$ cat config.mk
export PLATFORM = sky130hd
export DESIGN_NAME = trace_msg_serializer
export DESIGN_NICKNAME = d
export VERILOG_FILES = /design/src/rtl/trc_pkg.sv /design/src/rtl/trc_wp_queue.sv /design/src/rtl/trc_shifter.sv /design/src/rtl/trace_msg_serializer.sv
export SDC_FILE = /design/constraint.sdc
export NUM_CORES = 1
export LEC_CHECK = 0
export BUFFER_PORTS_ARGS = -buffer_cell sky130_fd_sc_hd__buf_4
export CAP_MARGIN = 20
export CORE_ASPECT_RATIO = 1.1
export CORE_UTILIZATION = 50
export DETAILED_ROUTE_END_ITERATION = 8
export HOLD_SLACK_MARGIN = 0.02
export PLACE_DENSITY = 0.67
export SKIP_CTS_REPAIR_TIMING = 1
export SLEW_MARGIN = 20
export SYNTH_ARGS = -nofsm -noshare
export SYNTH_HDL_FRONTEND = slang
export SYNTH_SLANG_ARGS = --single-unit
$ cat constraint.sdc
create_clock -name clk -period 4.1 [get_ports clk]
set_input_delay 0.41 -clock clk [delete_from_list [all_inputs] [get_ports clk]]
set_output_delay 0.41 -clock clk [all_outputs]
set_load 0.02 [all_outputs]
$ cat src/rtl/trc_pkg.sv
package trc_pkg;
    localparam int CODE_W  = 6;
    localparam int SRC_W   = 4;
    localparam int ECODE_W = 5;
    localparam int ERR_W   = CODE_W + SRC_W + ECODE_W;

    localparam logic [CODE_W-1:0]  WP_MSG_CODE  = 6'd15;
    localparam logic [CODE_W-1:0]  ERR_MSG_CODE = 6'd8;
    localparam logic [ECODE_W-1:0] ECODE_WP_OVR = 5'd6;
    localparam logic [SRC_W-1:0]   SRC_ID       = 4'd0;
    localparam logic [1:0]         IDLE_DATA    = 2'b11;
endpackage

$ cat src/rtl/trc_wp_queue.sv
module trc_wp_queue #(
    parameter int DEPTH = 4,
    parameter int NUM_W = 8,
    localparam int PTR_W = (DEPTH > 1) ? $clog2(DEPTH) : 1,
    localparam int CNT_W = $clog2(DEPTH + 1)
) (
    input  logic             clk,
    input  logic             rst,
    input  logic             hit_valid,
    input  logic [NUM_W-1:0] hit_num,
    input  logic             pop,
    input  logic             err_take,
    output logic             head_valid,
    output logic [NUM_W-1:0] head_num,
    output logic             err_pend,
    output logic [CNT_W-1:0] count
);
    typedef struct packed {
        logic [DEPTH-1:0][NUM_W-1:0] mem;
        logic [PTR_W-1:0]            rd;
        logic [PTR_W-1:0]            wr;
        logic [CNT_W-1:0]            cnt;
        logic                        err;
    } q_state_t;

    q_state_t st_d, st_q;
    logic     full;
    logic     push_ok;

    function automatic logic [PTR_W-1:0] ptr_next(input logic [PTR_W-1:0] p);
        return (p == PTR_W'(DEPTH - 1)) ? '0 : p + 1'b1;
    endfunction

    always_comb begin
        st_d    = st_q;
        full    = (st_q.cnt == CNT_W'(DEPTH));
        push_ok = hit_valid && !full && !st_q.err;

        if (pop) begin
            st_d.rd = ptr_next(st_q.rd);
        end
        if (push_ok) begin
            st_d.mem[st_q.wr] = hit_num;
            st_d.wr           = ptr_next(st_q.wr);
        end
        case ({push_ok, pop})
            2'b10:   st_d.cnt = st_q.cnt + 1'b1;
            2'b01:   st_d.cnt = st_q.cnt - 1'b1;
            default: st_d.cnt = st_q.cnt;
        endcase

        if (err_take) begin
            st_d.err = 1'b0;
        end
        if (hit_valid && full && !st_q.err) begin
            st_d.err = 1'b1;
        end
    end

    always_ff @(posedge clk) begin
        if (rst) begin
            st_q <= '0;
        end else begin
            st_q <= st_d;
        end
    end

    assign head_valid = (st_q.cnt != '0);
    assign head_num   = st_q.mem[st_q.rd];
    assign err_pend   = st_q.err;
    assign count      = st_q.cnt;
endmodule

$ cat src/rtl/trc_shifter.sv
module trc_shifter
    import trc_pkg::*;
#(
    parameter int NUM_W = 8,
    localparam int MSG_W     = CODE_W + SRC_W + NUM_W,
    localparam int WP_BEATS  = (MSG_W + 1) / 2,
    localparam int ERR_BEATS = (ERR_W + 1) / 2,
    localparam int BEAT_W    = $clog2(WP_BEATS + 1)
) (
    input  logic             clk,
    input  logic             rst,
    input  logic             port_ready,
    input  logic             head_valid,
    input  logic [NUM_W-1:0] head_num,
    input  logic             err_pend,
    output logic             pop,
    output logic             err_take,
    output logic [1:0]       tr_data,
    output logic             tr_frame,
    output logic             active,
    output logic             last_beat
);
    typedef struct packed {
        logic              act;
        logic [BEAT_W-1:0] beats;
        logic [MSG_W-1:0]  sh;
    } s_state_t;

    s_state_t st_d, st_q;
    logic     slot_free;

    always_comb begin
        st_d      = st_q;
        pop       = 1'b0;
        err_take  = 1'b0;
        slot_free = !st_q.act || (st_q.beats == BEAT_W'(1));

        if (port_ready) begin
            if (st_q.act && (st_q.beats != BEAT_W'(1))) begin
                st_d.sh    = st_q.sh >> 2;
                st_d.beats = st_q.beats - 1'b1;
            end
            if (slot_free) begin
                if (head_valid) begin
                    pop        = 1'b1;
                    st_d.act   = 1'b1;
                    st_d.beats = BEAT_W'(WP_BEATS);
                    st_d.sh    = {head_num, SRC_ID, WP_MSG_CODE};
                end else if (err_pend) begin
                    err_take   = 1'b1;
                    st_d.act   = 1'b1;
                    st_d.beats = BEAT_W'(ERR_BEATS);
                    st_d.sh    = MSG_W'({ECODE_WP_OVR, SRC_ID, ERR_MSG_CODE});
                end else begin
                    st_d.act   = 1'b0;
                    st_d.beats = '0;
                    st_d.sh    = '0;
                end
            end
        end
    end

    always_ff @(posedge clk) begin
        if (rst) begin
            st_q <= '0;
        end else begin
            st_q <= st_d;
        end
    end

    assign last_beat = st_q.act && (st_q.beats == BEAT_W'(1));
    assign active    = st_q.act;
    assign tr_data   = st_q.act ? st_q.sh[1:0] : IDLE_DATA;
    assign tr_frame  = st_q.act ? last_beat : 1'b1;
endmodule

$ cat src/rtl/trace_msg_serializer.sv
module trace_msg_serializer #(
    parameter int DEPTH = 4,
    parameter int NUM_W = 8,
    localparam int CNT_W = $clog2(DEPTH + 1)
) (
    input  logic             clk,
    input  logic             rst,
    input  logic             hit_valid,
    input  logic [NUM_W-1:0] hit_num,
    input  logic             port_ready,
    output logic [1:0]       tr_data,
    output logic             tr_frame,
    output logic             busy
);
    logic             head_valid;
    logic [NUM_W-1:0] head_num;
    logic             err_pend;
    logic [CNT_W-1:0] q_count;
    logic             pop;
    logic             err_take;
    logic             ser_act;
    logic             ser_last;

    trc_wp_queue #(.DEPTH(DEPTH), .NUM_W(NUM_W)) u_queue (
        .clk        (clk),
        .rst        (rst),
        .hit_valid  (hit_valid),
        .hit_num    (hit_num),
        .pop        (pop),
        .err_take   (err_take),
        .head_valid (head_valid),
        .head_num   (head_num),
        .err_pend   (err_pend),
        .count      (q_count)
    );

    trc_shifter #(.NUM_W(NUM_W)) u_shift (
        .clk        (clk),
        .rst        (rst),
        .port_ready (port_ready),
        .head_valid (head_valid),
        .head_num   (head_num),
        .err_pend   (err_pend),
        .pop        (pop),
        .err_take   (err_take),
        .tr_data    (tr_data),
        .tr_frame   (tr_frame),
        .active     (ser_act),
        .last_beat  (ser_last)
    );

    assign busy = ser_act || head_valid || err_pend;
endmodule

Yosys cells after proc, flatten, opt, wreduce, memory -nomap -nowiden:

Cells that the tools add are included.

* add/sub/neg operators: 5
* $lt $le $gt $ge: 3
* equal/unequal tests: 7
* mux-type cells: 23
* reductions and logical operators: 19

Operators with widths (count)
* 2-to-1 mux 23 bit: 2
* 2-to-1 mux 22 bit: 2
* bitwise mux 32 bit: 1
* binary-select mux 8 bit (select 2 bit): 1
* demux 8 bit (select 2 bit): 1
* 2-to-1 mux 8 bit: 2
* 2-to-1 mux 1 bit: 10
* logical AND 1 bit: 7
* equality test 2 bit, second input constant: 3
* < comparator 2 x 3 -> 1 bit, second input constant: 2
* 2-to-1 mux 2 bit: 3
* one-hot mux 3 bit (2 select lines): 1
* nonzero test 2 bit: 3
* adder 2 x 1 -> 2 bit, second input constant: 2
* equality test 4 x 1 -> 1 bit, second input constant: 1
* != test 4 x 1 -> 1 bit, second input constant: 1
* AND reduction 2 bit: 2
* subtractor 4 x 1 -> 4 bit, second input constant: 1
* adder 3 x 1 -> 3 bit, second input constant: 1
* equality test 3 bit, second input constant: 1
* zero test 1 bit: 3
* logical OR 1 bit: 3
* nonzero test 3 bit: 1
* subtractor 3 x 1 -> 3 bit, second input constant: 1
* 2 further kinds: 2

* register bits after elaboration: 63
* input bits: 12
* output and inout port bits: 4

Logic depth before layout (Yosys ltp):

* depth after elaboration: 6
* depth in mapped cells: 10

Cells and area by module:

A second synthesis with hierarchy kept.

* cell total of the unflattened synthesis: 307
* area total of the unflattened synthesis: 3116.7 µm²

By module, submodules not included
* trc_wp_queue: times used 1, cells an instance 179, area an instance 1968.1 µm², sequential area each 800.8 µm²
* trc_shifter: times used 1, cells an instance 127, area an instance 1142.3 µm², sequential area each 460.4 µm²
* trace_msg_serializer: times used 1, cells an instance 1, area an instance 6.3 µm², sequential area each 0.0 µm²

Worst setup path before layout:

OpenSTA, ideal clock, no wires.

* path type: register -> register
* from: register u_shift.st_q[19] in the netlist's numbering
* to: register u_queue.st_q (netlist bit u_queue.count[2])
* setup time: 0.071 ns
* arrival time: 2.202 ns
* required time: 4.029 ns
* path slack: 1.828 ns
* stages on the path, launching flop included: 11
* buffers on the path: 1
* clock period less this slack: 2.272 ns
* path through: dfxtp_1 inv_1 ha_1 or3b_1 buf_4 a211oi_4 ha_1 fa_1 xnor2_1 or3_1 a21oi_1

* cells in the longest elaborated chain, start to end: 6
* elaborated cells on any way between the ends: 8
* classes of those cells: eq/ne: 3; mux: 3; reduce/logical: 2

RTL lines
* start, declared: RTL line trc_shifter.sv:29 `s_state_t st_d, st_q;`
* start signal, assigned: RTL line trc_shifter.sv:67 `st_q <= st_d;`
* equality test 4 x 1 -> 1 bit *: RTL line trc_shifter.sv:36 `slot_free = !st_q.act || (st_q.beats == BEAT_W'(1));`
* logical OR 1 bit *: RTL line trc_shifter.sv:36
* 2-to-1 mux 1 bit *: RTL line trc_shifter.sv:43 `if (slot_free) begin`
* 2-to-1 mux 1 bit *: RTL line trc_shifter.sv:38 `if (port_ready) begin`
* named net pop: RTL line trace_msg_serializer.sv:19 `logic pop;`
* equality test 2 x 1 -> 1 bit or equality test 2 bit (tied branches): RTL line trc_wp_queue.sv:46 `case ({push_ok, pop})`
* one-hot mux 3 bit (2 select lines) or nonzero test 2 bit (tied branches)
* end signal, assigned: RTL line trc_wp_queue.sv:64 `st_q <= st_d;`
* end, declared: RTL line trc_wp_queue.sv:26 `q_state_t st_d, st_q;`

Mark *: on every way through the listed nets, which the timed path passes. The rest lies on a longest branch.
A chain may end at the register's enable or synchronous reset.

Worst setup path after layout:

Same ends and word-level chain as after synthesis.

==> metrics.md <==
| Metric | Value |
|---|---|
| Setup crit end kind | `flip-flop` |
| # IOs | `16` |
| Comb pwr share | `26.3%` |
| Hold Slack | `0.394 ns` |
| Total die area | `6160 µm²` |
| Synth Register Bits | `63` |
| Max_cap viols | `0` |
| Syn avg cell area | `9.78 µm²` |
| TritonCTS clock tree | `done` |
| XOR/XNOR Fraction of Synth Area | `0.899%` |
| P&R area growth vs syn | `12.4%` |
| Power Density | `583 nW/µm²` |
| Synth Area in Adders | `4.11%` |
| Root buf cell | `clkbuf_8` |
| Clk Latency, worst-skew pair | `0.34 ns` |
| Fin. max-slew vios | `0` |
| Die width | `74.9 µm` |
| Via density per instance | `5.56` |
| Clk sink count | `63` |
| Post-synthesis simple-gate area fraction | `17.5%` |
| Core area | `5500 µm²` |
| YS warnings | `0` |
| Via count | `2150` |
| DRT iter0 DRCs | `137` |
| Largest family of logic cells by synthesized area | `multiplexers` |
| WL/cell | `14.8 µm` |
| Crit share post-route | `61.6%` |
| CP delay by family, top | `simple AND/OR/NAND/NOR gates` |
| Clock power share | `31.8%` |
| H-Tree Depth | `3` |
| Most frequent CP cell | `ha_1` |
| First-pass GRT wire length | `9.65 mm` |
| Commonest cells in the synthesized netlist | `dfxtp_1 (63), nand2_1 (52), mux2i_1 (40)` |
| Mux cell area share after synthesis | `20.2%` |
| Crit path arrival time | `2.80 ns` |
| Final Skew | `0.00762 ns` |
| Switching Power | `0.621 mW` |
| Nets | `328` |
| Drt drc | `0` |
| Maximum number of pins on one net before global-route repair | `33` |
| CP max FO | `10` |
| Placer Congestion | `0.778` |
| Async SR Flop Fraction | `0%` |
| Buffer and inverter count on the worst path | `1` |
| Seq/Total Area, Yosys | `43.1%` |
| Min-Delay Path Class | `in -> reg` |
| Status | `finished clean` |
| Synth Area in Compound Gates | `9.84%` |
| Share of the synthesized area in the top cell type | `43.1%` |
| Slew at the pin with the worst max-slew slack | `0.868 ns` |
| Worst-path clk slew | `0.07 ns` |
| Leading area contributor after synthesis | `dfxtp_1` |
| Initial Util | `53.2%` |
| Peak Freq | `0.396 GHz` |
| Area of the mapped netlist | `2920 µm²` |
| Bufs on Longest Clock Path | `2` |
| Post-synth EDFFs | `0` |
| Ranking of synthesized cells by area | `dfxtp_1 (43%), mux2i_1 (14%), nand2_1 (6.7%)` |
| Share of cells above drive strength 1 | `14.1%` |
| Req. time, crit path | `4.38 ns` |
| Post-DP HPWL | `3.91 mm` |
| Diode count | `0` |
| TritonRoute pass-1 iters | `4` |
| Most common cell in the netlist | `dfxtp_1` |
| Number of port buffers | `15` |
| Crit Path Category | `reg -> reg` |
| Syn_nets | `320` |
| Setup TNS | `0 ns` |
| Startpoint Class | `flip-flop` |
| Reg power frac | `41.9%` |
| Setup violators final | `0` |
| CTS buffer count | `9` |
| Top FF cell, synth | `dfxtp_1` |
| Total grt overflow | `0` |
| Fin. Hold Viols | `0` |
| Critical path's slowest cell | `or3b_1` |
| Row count | `28` |
| Initial antenna violation count | `0` |
| RSZ-0062 raised after global routing | `false` |
| Pleak | `1.34 nW` |
| Die Y | `82.2 µm` |
| Yosys cell types | `43` |
| Gr usage total | `21.2%` |
| Wirelength, routed | `5.72 mm` |
| Post-route ant nets | `0` |
| Switching Fraction | `32.4%` |
| Internal power | `1.30 mW` |
| Cell Chain, Critical Path | `inv_1, ha_1, or3b_1, a211oi_4, ha_1, fa_1, xnor2_1, or3_1, a21oi_1` |
| Slew HR | `42.1%` |
| Peak supply drop | `380 µV` |
| Crit path largest cell delay | `0.54 ns` |
| Crit path time final | `2.52 ns` |
| Vias in the first global route | `2032` |
| Syn Inst Count | `299` |
logic make-up (layout without fill, tap and decap cells):
kind of cell / Yosys count / count (layout)
simple gates: 107 / 107
flops: 63 / 63
fa+ha+maj: 9 / 9
buf+inv: 31 / 44
mux: 49 / 49
compound gates: 37 / 37
xor+xnor: 3 / 3
cell usage in the layout, fill, tap and decap left out, types with 2 or more instances in the layout:
| master | netlist | final |
|---|---|---|
| a2111oi_0 | 2 | 2 |
| a21oi_1 | 7 | 7 |
| a311oi_1 | 4 | 4 |
| and3_1 | 2 | 2 |
| buf_4 | 1 | 17 |
| bufinv_16 | 0 | 2 |
| clkbuf_1 | 14 | 2 |
| clkbuf_8 | 0 | 11 |
| clkinv_1 | 2 | 2 |
| dfxtp_1 | 63 | 63 |
| ha_1 | 8 | 8 |
| inv_1 | 9 | 9 |
| mux2i_1 | 40 | 40 |
| mux4_2 | 8 | 8 |
| nand2_1 | 52 | 52 |
| nand2b_1 | 3 | 3 |
| nand3_1 | 12 | 12 |
| nand3_2 | 2 | 2 |
| nand3b_1 | 3 | 3 |
| nor2_1 | 10 | 10 |
| nor2b_1 | 4 | 4 |
| nor3_1 | 10 | 10 |
| o211ai_1 | 5 | 5 |
| o21ai_0 | 4 | 4 |
| o221ai_1 | 4 | 4 |
| o311ai_0 | 4 | 4 |
| o32ai_1 | 2 | 2 |
| or3_1 | 2 | 2 |
| or3b_1 | 2 | 2 |
| xor2_1 | 2 | 2 |
tightest hold or removal path: cells and delay by family:
family                 cells  cell delay (ns)
multiplexers               1             0.12
buffers and inverters      1             0.08
AND/OR/NAND/NOR            1             0.08
routing by layer:
layer  vias up  global-route usage (%)  part of all wire, %  wire (µm)
met4         0                    8.11                  1.2         71
met5         -                       0                    0          0
met3         7                    7.28                  4.0        227
li1       1090                       -                    -          -
met1      1014                    27.7                   47       2720
met2        39                    32.3                   47       2700
metrics by stage:
step           setup WS, ns  utilization (%)  instance area (µm²)  total power [mW]  instances
3_3_place_gp           1.64             55.7                 3060              1.31        371
4_1_cts                1.55             59.7                 3290              1.93        387
2_1_floorplan          1.83                -                 2920              1.19        299
5_1_grt                1.40             59.7                 3290              2.03        387
3_5_place_dp           1.59             55.7                 3060              1.32        371
6_report               1.58             59.7                 3290              1.92        387
area by class of cell:
cell class | count | area, µm²
Tap cell | 75 | 93.8
Multi-Input combinational cell | 205 | 1540
Fill cell | 488 | 2210
Clock inverter | 3 | 65.1
Clock buffer | 13 | 159
Timing Repair Buffer | 17 | 128
Inverter | 11 | 41.3
Sequential cell | 63 | 1260
registers in the layout, summed over array words and instances (netlist names):
register,count
u_queue.st_q,36
u_shift.active,1
u_shift.st_q,22
u_queue.err_pend,1
u_queue.count,3
power by group through the flow:
stage | Clock [mW] | Sequential [mW] | Combinational [mW]
finish | 0.610 | 0.802 | 0.504
global route | 0.648 | 0.820 | 0.558
CTS | 0.616 | 0.803 | 0.508
detailed placement | 0 | 0.817 | 0.506
global placement | 0 | 0.813 | 0.501
floorplan | 0 | 0.757 | 0.438
path summary, 6_finish.rpt:
path / startpoint / end / slack (ns) / depth (start not counted)
worst max-delay path: u_shift.st_q[19] / u_queue.count[2] / 1.58 / 9
worst min-delay path: hit_num[4] / u_queue.st_q[36] / 0.39 / 3
worst max register to register: u_shift.st_q[19] / u_queue.count[2] / 1.58 / 9
worst min register to register: u_queue.st_q[39] / u_queue.st_q[39] / 0.45 / 2
No activity file was read; power rests on OpenSTA's default activity.
